===== src/rtl/irq_agg_pkg.sv =====
package irq_agg_pkg;
  parameter int unsigned DW    = 8;
  parameter int unsigned AW    = 8;
  parameter int unsigned NSTAT = 3;

  localparam logic [AW-1:0] A_CTRL  = 8'h05;
  localparam logic [AW-1:0] A_STAT0 = 8'h06;
  localparam logic [AW-1:0] A_MASK0 = 8'h09;
  localparam logic [AW-1:0] A_CLRA  = 8'h0C;
  localparam logic [AW-1:0] A_CLRB  = 8'h0D;
  localparam logic [AW-1:0] A_SYS   = 8'h0E;

  // implemented bits per status register, index 0 = status A
  localparam logic [NSTAT-1:0][DW-1:0] STAT_IMPL = {8'h7F, 8'h7F, 8'hB7};
  // implemented bits per mask register (mask C is shifted down one)
  localparam logic [NSTAT-1:0][DW-1:0] MASK_IMPL = {8'h3F, 8'h7F, 8'hB7};

  localparam int unsigned CTRL_POL_BIT = 7;
  localparam int unsigned CTRL_OD_BIT  = 6;
  localparam int unsigned SYS_CTS_CLR  = 1;
endpackage


===== src/rtl/irq_stat_reg.sv =====
module irq_stat_reg #(
  parameter int unsigned        W    = 8,
  parameter logic [W-1:0]       IMPL = '1
) (
  input  logic         clk_i,
  input  logic         rst_ni,
  input  logic [W-1:0] set_i,
  input  logic [W-1:0] clr_i,
  output logic [W-1:0] stat_o
);
  logic [W-1:0] stat_q;

  // set beats clear
  always_ff @(posedge clk_i or negedge rst_ni) begin
    if (!rst_ni) stat_q <= '0;
    else         stat_q <= ((stat_q & ~clr_i) | set_i) & IMPL;
  end

  assign stat_o = stat_q;

  AST_EVENT_CAPTURED: assert property (@(posedge clk_i) disable iff (!rst_ni)
    (|(set_i & IMPL)) |=> ((stat_q & $past(set_i & IMPL)) == $past(set_i & IMPL)));
  AST_STATUS_HOLDS: assert property (@(posedge clk_i) disable iff (!rst_ni)
    (set_i == '0 && clr_i == '0) |=> $stable(stat_q));
  AST_CLEAR_TAKES: assert property (@(posedge clk_i) disable iff (!rst_ni)
    (|(clr_i & ~set_i)) |=> ((stat_q & $past(clr_i & ~set_i)) == '0));
  AST_SET_WINS: assert property (@(posedge clk_i) disable iff (!rst_ni)
    (|(set_i & clr_i & IMPL)) |=> ((stat_q & $past(set_i & clr_i & IMPL)) == $past(set_i & clr_i & IMPL)));
endmodule


===== src/rtl/irq_cfg_regs.sv =====
module irq_cfg_regs
  import irq_agg_pkg::*;
(
  input  logic                       clk_i,
  input  logic                       rst_ni,
  input  logic                       we_i,
  input  logic [AW-1:0]              addr_i,
  input  logic [DW-1:0]              wdata_i,
  input  logic [NSTAT-1:0][DW-1:0]   stat_i,
  input  logic [DW-1:0]              sys_i,
  output logic [DW-1:0]              rdata_o,
  output logic [NSTAT-1:0][DW-1:0]   mask_o,
  output logic [NSTAT-1:0][DW-1:0]   clr_o,
  output logic                       pol_o,
  output logic                       od_o
);
  logic [NSTAT-1:0][DW-1:0] mask_q;
  logic                     pol_q, od_q;
  logic [DW-1:0]            clra, clrb, sysw;
  logic [NSTAT-1:0][DW-1:0] w1c;

  always_ff @(posedge clk_i or negedge rst_ni) begin
    if (!rst_ni) begin
      pol_q <= 1'b0;
      od_q  <= 1'b0;
    end else if (we_i && addr_i == A_CTRL) begin
      pol_q <= wdata_i[CTRL_POL_BIT];
      od_q  <= wdata_i[CTRL_OD_BIT];
    end
  end

  for (genvar g = 0; g < NSTAT; g++) begin : g_mask
    localparam logic [AW-1:0] MADDR = A_MASK0 + AW'(g);
    localparam logic [AW-1:0] SADDR = A_STAT0 + AW'(g);
    always_ff @(posedge clk_i or negedge rst_ni) begin
      if (!rst_ni)                       mask_q[g] <= '0;
      else if (we_i && addr_i == MADDR)  mask_q[g] <= wdata_i & MASK_IMPL[g];
    end
    assign w1c[g] = (we_i && addr_i == SADDR) ? wdata_i : '0;
  end

  assign clra = (we_i && addr_i == A_CLRA) ? wdata_i : '0;
  assign clrb = (we_i && addr_i == A_CLRB) ? wdata_i : '0;
  assign sysw = (we_i && addr_i == A_SYS)  ? wdata_i : '0;

  // clear registers are laid out differently from the status registers
  always_comb begin
    clr_o[0] = w1c[0] | {6'b0, clra[1:0]};
    clr_o[1] = w1c[1] | {1'b0, clrb[0], clra[7:2]};
    clr_o[2] = w1c[2] | {1'b0, sysw[SYS_CTS_CLR], clrb[7:2]};
  end

  always_comb begin
    rdata_o = '0;
    if (addr_i == A_CTRL) begin
      rdata_o[CTRL_POL_BIT] = pol_q;
      rdata_o[CTRL_OD_BIT]  = od_q;
    end else if (addr_i == A_SYS) begin
      rdata_o = sys_i;
    end
    for (int i = 0; i < NSTAT; i++) begin
      if (addr_i == A_STAT0 + AW'(i)) rdata_o = stat_i[i];
      if (addr_i == A_MASK0 + AW'(i)) rdata_o = mask_q[i];
    end
  end

  assign mask_o = mask_q;
  assign pol_o  = pol_q;
  assign od_o   = od_q;
endmodule


===== src/rtl/irq_pin_drv.sv =====
module irq_pin_drv (
  input  logic clk_i,
  input  logic rst_ni,
  input  logic active_i,
  input  logic pol_i,
  input  logic od_i,
  output logic pin_o,
  output logic oe_o
);
  assign pin_o = pol_i ? active_i : ~active_i;
  assign oe_o  = od_i ? active_i : 1'b1;

  AST_PIN_LEVEL: assert property (@(posedge clk_i) disable iff (!rst_ni)
    active_i |-> (pin_o == pol_i));
  AST_OD_RELEASE: assert property (@(posedge clk_i) disable iff (!rst_ni)
    (od_i && !active_i) |-> !oe_o);
  AST_PP_DRIVEN: assert property (@(posedge clk_i) disable iff (!rst_ni)
    !od_i |-> oe_o);
endmodule


===== src/rtl/irq_aggregator.sv =====
module irq_aggregator
  import irq_agg_pkg::*;
(
  input  logic          clk_i,
  input  logic          rst_ni,
  input  logic          reg_we_i,
  input  logic [7:0]    reg_addr_i,
  input  logic [7:0]    reg_wdata_i,
  output logic [7:0]    reg_rdata_o,
  input  logic [7:0]    evt_a_i,
  input  logic [7:0]    evt_b_i,
  input  logic [7:0]    evt_c_i,
  input  logic          hpd_lvl_i,
  input  logic          rxsense_lvl_i,
  input  logic          vid_stable_i,
  output logic          irq_o,
  output logic          irq_oe_o
);
  logic [NSTAT-1:0][DW-1:0] evt, stat, mask, clr;
  logic                     pol, od, irq_active;
  logic [DW-1:0]            sys;

  assign evt = {evt_c_i, evt_b_i, evt_a_i};

  for (genvar g = 0; g < NSTAT; g++) begin : g_stat
    irq_stat_reg #(.W(DW), .IMPL(STAT_IMPL[g])) u_stat (
      .clk_i (clk_i),
      .rst_ni(rst_ni),
      .set_i (evt[g]),
      .clr_i (clr[g]),
      .stat_o(stat[g])
    );
  end

  // mask C sits one bit below its status bit; status C bit 0 has no mask
  assign irq_active = |(stat[0] & mask[0]) | |(stat[1] & mask[1])
                    | |(stat[2][DW-2:1] & mask[2][DW-3:0]);

  assign sys = {irq_active, hpd_lvl_i, rxsense_lvl_i, vid_stable_i, 4'b0};

  irq_cfg_regs u_regs (
    .clk_i  (clk_i),
    .rst_ni (rst_ni),
    .we_i   (reg_we_i),
    .addr_i (reg_addr_i),
    .wdata_i(reg_wdata_i),
    .stat_i (stat),
    .sys_i  (sys),
    .rdata_o(reg_rdata_o),
    .mask_o (mask),
    .clr_o  (clr),
    .pol_o  (pol),
    .od_o   (od)
  );

  irq_pin_drv u_pin (
    .clk_i   (clk_i),
    .rst_ni  (rst_ni),
    .active_i(irq_active),
    .pol_i   (pol),
    .od_i    (od),
    .pin_o   (irq_o),
    .oe_o    (irq_oe_o)
  );

  AST_UNMASKED_QUIET: assert property (@(posedge clk_i) disable iff (!rst_ni)
    (mask == '0) |-> !irq_active);
endmodule


===== config.mk =====
export PLATFORM = sky130hd
export DESIGN_NAME = irq_aggregator
export DESIGN_NICKNAME = d
export VERILOG_FILES = /design/src/rtl/irq_agg_pkg.sv /design/src/rtl/irq_stat_reg.sv /design/src/rtl/irq_cfg_regs.sv /design/src/rtl/irq_pin_drv.sv /design/src/rtl/irq_aggregator.sv
export SDC_FILE = /design/constraint.sdc
export NUM_CORES = 1
export LEC_CHECK = 0
export BUFFER_PORTS_ARGS = -buffer_cell sky130_fd_sc_hd__buf_2
export CORE_MARGIN = 10
export CORE_UTILIZATION = 48
export CTS_CLUSTER_DIAMETER = 120
export DETAILED_ROUTE_END_ITERATION = 10
export PLACE_DENSITY = 0.76
export SKIP_CTS_REPAIR_TIMING = 1
export SYNTH_ARGS = -nofsm -noshare
export SYNTH_HDL_FRONTEND = slang
export SYNTH_SLANG_ARGS = --single-unit

===== constraint.sdc =====
create_clock -name clk_i -period 2.08 [get_ports clk_i]
set_clock_uncertainty 0.2 [all_clocks]
set_input_delay 0.416 -clock clk_i [delete_from_list [all_inputs] [get_ports clk_i]]
set_output_delay 0.416 -clock clk_i [all_outputs]
set_load 0.005 [all_outputs]

==> flow_summary.json, run 1 <==
{
  "synth_nets": 270,
  "mostFrequentLayoutCells": "buf_2, buf_4, dfrtp_1",
  "cts_tree": "done",
  "worst_ep_required_time_ns": 1.46,
  "period_share_pct": 122.5,
  "wl_per_cell_um": 21.26,
  "clkPwrFrac_pct": 37.2,
  "synth_area_sq_um": 2288,
  "ff2ff_path_depth": 2,
  "fmax_ghz": 0.3926,
  "ys_ff_latch": 41,
  "area_delta_synth_final_pct": 48.33,
  "critPathKind": "input pin to output port",
  "ir_worst_vdd_v": 0.0004077,
  "hpwl_um": 5803,
  "fin_total_pwr_w": 0.001834,
  "dr.first_iter.drc_count": 322,
  "path_max_fanout": 2,
  "initial_core_util_pct": 49.10,
  "drive_gt1_share_pct": 54.41,
  "avgSynthCellArea_sq_um": 10.22,
  "grt_pass1_wl_um": 12380,
  "core_sq_um": 4661,
  "dp.cells": 371,
  "grt_pass1_vias": 2462,
  "dr.pass1.iters": 6,
  "rsz0062_at_grt": "yes",
  "root_buffer": "clkbuf_8",
  "period_needed_ns": 2.547,
  "cts_sinks": 41,
  "die_h_um": 89.05,
  "io_buffers": 51,
  "antenna_found_initial": 0,
  "power.leakage_nw": 1.464,
  "fin_cells": 383,
  "grt_max_degree": 24,
  "track_usage_pct": 20.04,
  "max_cap_violations": 0,
  "outcome": "complete, but fails checks",
  "relSlewSlack_pct": 66.41,
  "synthCells": 224,
  "cts.htree.levels": 2,
  "path_clk_slew_ns": 0.08,
  "clkLatencyLatePin_ns": 0.30,
  "std_cell_rows": 25,
  "clk_path_buf_depth": 2,
  "yosysUniqueCellTypes": 42,
  "p_seq_share_pct": 45.4,
  "p_int_w": 0.001361,
  "hold_depth": 2,
  "die_w_um": 89.05,
  "yosysWarnings": 0,
  "p_switching_w": 0.0004734,
  "layout.nets": 374,
  "worstSetupStartpointType": "input pin",
  "utilization_pct": 72.83,
  "final_common_cell": "buf_2",
  "combPwrFrac_pct": 17.3,
  "dieArea_sq_um": 7929,
  "hold_viol": 0,
  "ant_nets": 0,
  "grt-ovfl-total": 0,
  "fin_ws_ns": -0.4670,
  "ios": 56,
  "p_sw_share_pct": 25.81,
  "cts-buffers-inserted": 5,
  "cp-end-kind": "output port",
  "drv_slew": 0,
  "routabilityCongestion": 0.9982,
  "critPathArrivalTime_ns": 1.93,
  "drc": 0,
  "via_per_inst": 6.248,
  "violations": "negative setup slack",
  "tightest_slew_ns": 0.5039,
  "synth.yosys.seq_area_share_pct": 44.83,
  "postRouteWirelength_um": 8143,
  "routed-via-count": 2393,
  "hold_path.class": "input pin to flop",
  "setup_viol": 15,
  "p_per_area_nw_per_um2": 540.3,
  "n_antenna_cell": 0
}
## state kept, by name (all words and copies together), names as in the netlist
register	count
g_stat.u_stat.stat_o	20
u_regs.pol_o	1
u_regs.od_o	1
u_regs.mask_o	19
## final cells by class
cell class                      count  area [sq um]
Clock buffer                        7         86.33
Clock inverter                      1         30.03
Fill cell                         315          1266
Inverter                            4         15.01
Multi-Input combinational cell    168          1405
Sequential cell                    41          1026
Tap cell                           54         67.56
Timing Repair Buffer              108         764.5
## critical path, stage by stage
cell	delay, ns
buf_6	0.09
or4_4	0.56
nor3_4	0.19
buf_6	0.13
nand2_2	0.04
a21o_1	0.18
a22oi_2	0.17
buf_2	0.15
## cell usage after synthesis
cell type / instances / area (sq um)
a22o_1: 2 / 17.52
inv_1: 4 / 15.01
a221oi_1: 2 / 17.52
a22oi_1: 22 / 165.2
nor2_2: 3 / 18.77
buf_6: 1 / 11.26
a31oi_1: 1 / 6.260
o211ai_1: 1 / 7.510
a21o_1: 21 / 157.7
a222oi_1: 1 / 10.01
o32ai_1: 1 / 8.760
o2111ai_1: 2 / 17.52
nand2_1: 19 / 71.32
nor4_4: 1 / 21.27
and3_1: 3 / 18.77
buf_1: 1 / 3.750
o21ai_0: 9 / 45.04
and2_1: 2 / 12.51
nor2b_1: 4 / 25.02
mux2i_1: 2 / 20.02
nor3_1: 3 / 15.01
nor3_4: 2 / 32.53
xnor2_1: 1 / 8.760
nor2_1: 6 / 22.52
a311oi_1: 1 / 8.760
o31ai_1: 2 / 15.01
or2_1: 2 / 12.51
or2_2: 1 / 6.260
o21ai_1: 2 / 10.01
nand3_1: 7 / 35.03
clkbuf_1: 7 / 26.28
a21oi_1: 10 / 50.05
dfrtp_1: 41 / 1026
nand4_1: 5 / 31.28
buf_2: 2 / 10.01
nand2b_1: 2 / 12.51
mux2_1: 3 / 33.78
o22ai_1: 3 / 18.77
or4_4: 1 / 11.26
mux2_2: 19 / 214.0
o221ai_1: 1 / 8.760
o2bb2ai_1: 1 / 8.760
## metal layers
| metal | share of wire, % | vias up | track usage, % |
|---|---|---|---|
| li1 | - | 1058 | - |
| met1 | 40 | 1195 | 24.82 |
| met2 | 49 | 123 | 32.85 |
| met3 | 7.9 | 17 | 4.923 |
| met4 | 2.3 | 0 | 7.803 |
| met5 | 0 | - | 0 |
## power by group through the flow
stage	clock [W]	combinational (W)	sequential (W)
after CTS	0.000676	0.000272	0.000832
after global routing	0.000724	0.000342	0.000835
final	0.000683	0.000318	0.000833
after detailed placement	0	0.000269	0.000848
after floorplan	0	0.000106	0.000843
after global placement	0	0.000264	0.000847
## through the flow
step                      hold WS [ns]  instance area [sq um]  setup TNS, ns  setup WS, ns
final                          0.08001                   3395         -3.876       -0.4670
after global routing           0.08557                   3395         -5.036       -0.4975
after CTS                      -0.1169                   3102         -4.390       -0.5010
after detailed placement        0.2012                   2985         -12.83       -0.4744
after global placement          0.1973                   2985         -12.17       -0.4332
after floorplan               -0.07959                   2306        -0.7850       -0.1630
## cells by family (layout without fill, tap and decap cells)
logic type             after synthesis  count (layout)  share of synthesized area (%)
AO/OA/AOI/OAI                       82              82                          25.04
buffers and inverters               15             120                          2.898
multiplexers                        24              24                          11.70
XOR/XNOR                             1               1                         0.3828
AND/OR/NAND/NOR                     61              61                          15.14
flip-flops                          41              41                          44.83
## worst paths after layout
path                                             from                    endpoint  slack, ns
max                                     reg_addr_i[4]              reg_rdata_o[1]      -0.47
min                                        evt_a_i[1]  g_stat[0].u_stat.stat_o[1]       0.08
max reg2reg                         u_regs.mask_o[13]           u_regs.mask_o[13]       0.97
min reg2reg                g_stat[2].u_stat.stat_o[0]  g_stat[2].u_stat.stat_o[0]       0.33
max in group asynchronous                      rst_ni  g_stat[1].u_stat.stat_o[3]       0.78
min in group asynchronous                      rst_ni  g_stat[0].u_stat.stat_o[5]       0.40
(Power assumes the default switching activity.)
==> run 2, diff against run 1 <==
==> constraint.sdc (replaced) <==
create_clock -name clk_i -period 2.08 [get_ports clk_i]
set_clock_uncertainty 0.2 [all_clocks]
set_input_delay 0.104 -clock clk_i [delete_from_list [all_inputs] [get_ports clk_i]]
set_output_delay 0.104 -clock clk_i [all_outputs]
set_load 0.005 [all_outputs]
==> run 2 against run 1 <==
  * Utilization is 6.7 points lower
  * Final area is 9.2% lower
  * First-iteration DRC count is 16% lower
  * Total power is 8.2% lower
  * Die area stayed put
  * Clock power is 16% lower
  * Sequential power hardly changed
  * Via count is 4.9% lower
  * The flow finishes with violations (negative hold slack, negative setup slack)
  * Clock-buffer cell count stayed put
  * Non-clock buffer count is 13 lower
  * Critical endpoint is now irq_o
==> flow_summary.json, run 2 (same netlist as run 1, synthesis figures left out) <==
{
  "cp-end-kind": "output port",
  "relSlewSlack_pct": 65.28,
  "p_int_w": 0.001255,
  "area_delta_synth_final_pct": 34.66,
  "violations": "negative hold slack, negative setup slack",
  "hold_viol": 1,
  "finish.instance_area_sq_um": 3082,
  "worstSetupStartpointType": "flop",
  "rrSetupSlack_ns": 0.96,
  "combPwrFrac_pct": 16.5,
  "io_buffers": 51,
  "cts-buffers-inserted": 5,
  "hold_path.class": "input pin to flop",
  "dr.pass1.iters": 5,
  "p_switching_w": 0.0004292,
  "path_cells": "a222oi_1 > nand4_1 > nor2_4 > xnor2_1 > buf_2",
  "grt_pass1_vias": 2128,
  "grt_pass1_wl_um": 10770,
  "pre_cts_slack_ns": 0.01816,
  "p_seq_share_pct": 49.6,
  "critPathArrivalTime_ns": 1.81,
  "routed-via-count": 2276,
  "routabilityCongestion": 0.9742,
  "clkPwrFrac_pct": 33.9,
  "setup_viol": 2,
  "fin_ws_ns": -0.03238,
  "std_cell_rows": 25,
  "dpl_cell_area_sq_um": 2658,
  "cts_tree": "done",
  "cp_slowest_cell": "a222oi_1",
  "grt_max_degree": 42,
  "ios": 56,
  "drc": 0,
  "ff2ff_path_depth": 3,
  "tightest_slew_ns": 0.5209,
  "period_share_pct": 101.6,
  "die_h_um": 89.05,
  "worst_ep_required_time_ns": 1.78,
  "largest_reg_flops": 20,
  "critPathKind": "flop to output port",
  "ant_nets": 0,
  "core_sq_um": 4661,
  "max_stage_delay_ns": 0.42,
  "path_max_fanout": 3,
  "track_usage_pct": 17.72,
  "hold_depth": 3,
  "n_antenna_cell": 0,
  "p_sw_share_pct": 25.49,
  "dieArea_sq_um": 7929,
  "clk_path_buf_depth": 2,
  "dr.first_iter.drc_count": 270,
  "max_cap_violations": 0,
  "ir_worst_vdd_v": 0.0003905,
  "antenna_found_initial": 0,
  "cts_sinks": 41,
  "die_w_um": 89.05,
  "via_per_inst": 6.151,
  "timing.rr.end": "g_stat[2].u_stat.stat_o[6]",
  "path_clk_slew_ns": 0.08,
  "rr_startpoint": "g_stat[2].u_stat.stat_o[6]",
  "outcome": "complete, but fails checks",
  "postRouteWirelength_um": 7287,
  "clkLatencyLatePin_ns": 0.30,
  "hpwl_um": 5122,
  "whs_ns": -0.01164,
  "period_needed_ns": 2.112,
  "root_buffer": "clkbuf_8",
  "final_common_cell": "buf_2",
  "fmax_ghz": 0.4734,
  "hold_end": "g_stat[0].u_stat.stat_o[5]",
  "hp-start": "reg_wdata_i[5]",
  "drv_slew": 0,
  "power.leakage_nw": 1.317,
  "mostFrequentLayoutCells": "buf_2, dfrtp_1, dlygate4sd3_1",
  "cts.htree.levels": 2,
  "p_per_area_nw_per_um2": 546.4,
  "initial_core_util_pct": 49.10,
  "grt-ovfl-total": 0,
  "drive_gt1_share_pct": 33.23,
  "layout.nets": 361,
  "rsz0062_at_grt": "yes",
  "wl_per_cell_um": 19.69
}
[run 2: cell types whose count changed in the layout (fill, tap and decap cells not counted), sizes merged]
cell         previous run  this run
buf                   107        67
bufinv                  1         0
clkinv                  0         1
dlygate4sd3             1        28
[run 2: critical path: cells and delay by family (launching register included)]
kind / cells / cell delay (ns)
xor+xnor: 1 / 0.12
flops: 1 / 0.41
buf+inv: 1 / 0.13
simple gates: 2 / 0.43
compound gates: 1 / 0.42
[run 2: power by group through the flow]
stage / Sequential (W) / Combinational (W) / Clock, W
floorplan: 0.000843 / 0.000105 / 0
global placement: 0.000849 / 0.000216 / 0
detailed placement: 0.000849 / 0.000218 / 0
CTS: 0.000833 / 0.000220 / 0.000577
global route: 0.000836 / 0.000301 / 0.000615
finish: 0.000835 / 0.000278 / 0.000571
[run 2: layout make-up]
| class | count | area (sq um) |
|---|---|---|
| Fill cell | 388 | 1579 |
| Clock inverter | 1 | 5.005 |
| Inverter | 4 | 15.01 |
| Tap cell | 54 | 67.56 |
| Clock buffer | 7 | 96.34 |
| Timing Repair Buffer | 95 | 655.6 |
| Multi-Input combinational cell | 168 | 1216 |
| Sequential cell | 41 | 1026 |
[run 2: worst max path at each step]
stage	startpoint	end	slack, ns	cells after the start
after floorplan	reg_addr_i[7]	g_stat[1].u_stat.stat_o[0]	0.37	6
after global placement	reg_addr_i[7]	reg_rdata_o[4]	0.02	8
after detailed placement	reg_addr_i[7]	reg_rdata_o[4]	0.02	8
after CTS	u_regs.mask_o[14]	irq_o	-0.09	6
after global routing	reg_addr_i[7]	reg_rdata_o[0]	-0.07	8
final	u_regs.mask_o[10]	irq_o	-0.03	5
[run 2: per-stage QoR]
stage	hold WS (ns)	power [W]	setup TNS (ns)	instances	utilization [%]
floorplan	-0.3916	0.0009485	0	224	-
global placement	-0.007633	0.001065	0	331	57.02
detailed placement	0.0005611	0.001067	0	331	57.02
CTS	-0.3148	0.001631	-0.1503	339	59.19
global route	0.004992	0.001753	-0.1286	370	66.12
finish	-0.01164	0.001684	-0.05415	370	66.12
[run 2: layer usage]
| metal | track usage [%] | vias up | wire, um |
|---|---|---|---|
| li1 | - | 1030 | - |
| met1 | 22.45 | 1091 | 2988 |
| met2 | 28.52 | 138 | 3480 |
| met3 | 5.196 | 17 | 694 |
| met4 | 5.347 | 0 | 123 |
| met5 | 0 | - | 0 |
==> run 3, diff against run 2 <==
- RECOVER_POWER: default -> 50
==> run 3 against run 2 <==
  * The flow still finishes with violations (negative hold slack, negative setup slack)
  * Fmax barely moved
  * Setup slack got worse by 0.0020 ns
  * Die area did not move
  * Utilization fell by 0.11 points
  * Hold slack got worse by 0.0016 ns
  * Global-route usage did not move
  * First-iteration DRC count rose by 1.9%
  * Combinational power barely moved
  * Sequential share of layout area rose by 0.054 points
  * Cell count did not move
  * Clock power barely moved
  * Largest cell class unchanged
==> flow_summary.json, run 3 (same netlist as run 1, synthesis figures left out) <==
{
  "outcome": "complete, but fails checks",
  "violations": "negative hold slack, negative setup slack",
  "die_h_um": 89.05,
  "core_sq_um": 4661,
  "postRouteWirelength_um": 7296,
  "hold_path.class": "input pin to flop",
  "period_share_pct": 101.7,
  "path_cells": "a222oi_1 > nand4_1 > nor2_4 > xnor2_1 > buf_2",
  "ff2ff_path_depth": 3,
  "worst_ep_required_time_ns": 1.78,
  "whs_ns": -0.01328,
  "mostFrequentLayoutCells": "buf_2, dfrtp_1, dlygate4sd3_1",
  "p_per_area_nw_per_um2": 547.5,
  "grt_max_degree": 42,
  "power.leakage_nw": 1.317,
  "hold_viol": 1,
  "setup_viol": 2,
  "fin_ws_ns": -0.03437,
  "routed-via-count": 2264,
  "critPathArrivalTime_ns": 1.81,
  "fin_total_pwr_w": 0.001684,
  "cp.depth": 5,
  "period_needed_ns": 2.114,
  "critical_path.top_delay_family": "simple AND/OR/NAND/NOR gates",
  "final_common_cell": "buf_2",
  "critPathKind": "flop to output port",
  "antenna_found_initial": 0,
  "clkPwrFrac_pct": 34.0,
  "hp-start": "reg_wdata_i[5]",
  "path_clk_slew_ns": 0.08,
  "cp-startpoint": "u_regs.mask_o[10]",
  "relSlewSlack_pct": 32.30,
  "path_max_fanout": 3,
  "num-fill-cells": 388,
  "max_cap_violations": 0,
  "grt-ovfl-total": 0,
  "die_w_um": 89.05,
  "rr_startpoint": "g_stat[2].u_stat.stat_o[6]",
  "cp_slowest_cell": "a222oi_1",
  "combPwrFrac_pct": 16.5,
  "wl_per_cell_um": 19.72,
  "worstSetupStartpointType": "flop",
  "setup_tns_ns": -0.03815,
  "rsz0062_at_grt": "yes",
  "io_buffers": 51,
  "fmax_ghz": 0.4730,
  "ant_nets": 0,
  "p_seq_share_pct": 49.6,
  "routabilityCongestion": 0.9742,
  "n_antenna_cell": 0,
  "ir_worst_vdd_v": 0.0003904,
  "cp-end-kind": "output port",
  "drive_gt1_share_pct": 32.91,
  "layout.nets": 361,
  "max_stage_delay_ns": 0.42,
  "dr.pass1.iters": 6,
  "largest_reg_flops": 20,
  "initial_core_util_pct": 49.10,
  "cts_tree": "done",
  "clk_path_buf_depth": 2,
  "cts.htree.levels": 2,
  "grt_pass1_wl_um": 10770,
  "hpwl_um": 5122,
  "p_switching_w": 0.0004305,
  "pre_cts_slack_ns": 0.01816,
  "area_delta_synth_final_pct": 34.45,
  "ios": 56,
  "dieArea_sq_um": 7929,
  "via_per_inst": 6.119,
  "hold_depth": 3,
  "std_cell_rows": 25,
  "worst-path-buf-inv": 1,
  "cts_sinks": 41,
  "clkLatencyLatePin_ns": 0.30,
  "drc": 0,
  "grt_pass1_vias": 2128,
  "p_sw_share_pct": 25.56,
  "tightest_slew_ns": 1.015,
  "drv_slew": 0,
  "p_int_w": 0.001254,
  "track_usage_pct": 17.72,
  "dr.first_iter.drc_count": 275,
  "cts-buffers-inserted": 5,
  "root_buffer": "clkbuf_8"
}
## run 3: power by group through the flow
stage / clock network, W / logic, W / registers, W
global placement: 0 / 0.000216 / 0.000849
finish: 0.000572 / 0.000277 / 0.000835
global route: 0.000615 / 0.000300 / 0.000837
CTS: 0.000577 / 0.000220 / 0.000833
detailed placement: 0 / 0.000218 / 0.000849
floorplan: 0 / 0.000105 / 0.000843
## run 3: final timing paths
check,to,slack [ns]
max,irq_o,-0.03
min,g_stat[0].u_stat.stat_o[5],-0.01
max reg2reg,g_stat[2].u_stat.stat_o[6],0.96
min reg2reg,g_stat[2].u_stat.stat_o[0],0.31
max in group asynchronous,u_regs.mask_o[13],0.67
min in group asynchronous,u_regs.mask_o[5],0.39
## run 3: stage by stage
stage	util (%)	instances	area [sq um]
after global placement	57.02	331	2658
after detailed placement	57.02	331	2658
after CTS	59.19	339	2759
after floorplan	-	224	2288
after global routing	66.01	370	3077
final	66.01	370	3077
## run 3: final cells by class
type	instances	area, sq um	area share (%)
Clock buffer	7	96.34	3.131
Clock inverter	1	5.005	0.1627
Tap cell	54	67.56	2.196
Inverter	4	15.01	0.4880
Multi-Input combinational cell	168	1214	39.45
Sequential cell	41	1026	33.35
Timing Repair Buffer	95	653.1	21.23
## run 3: worst min-delay path: stages
cell and delay [ns]:
buf_2 0.17, nand2_1 0.08, a21o_1 0.10
## run 3: routing by layer
layer	track usage [%]	wire length, um	vias to the layer above
met2	28.52	3478	134
met5	0	0	-
li1	-	-	1033
met1	22.45	2969	1084
met4	5.347	129	0
met3	5.196	719	13
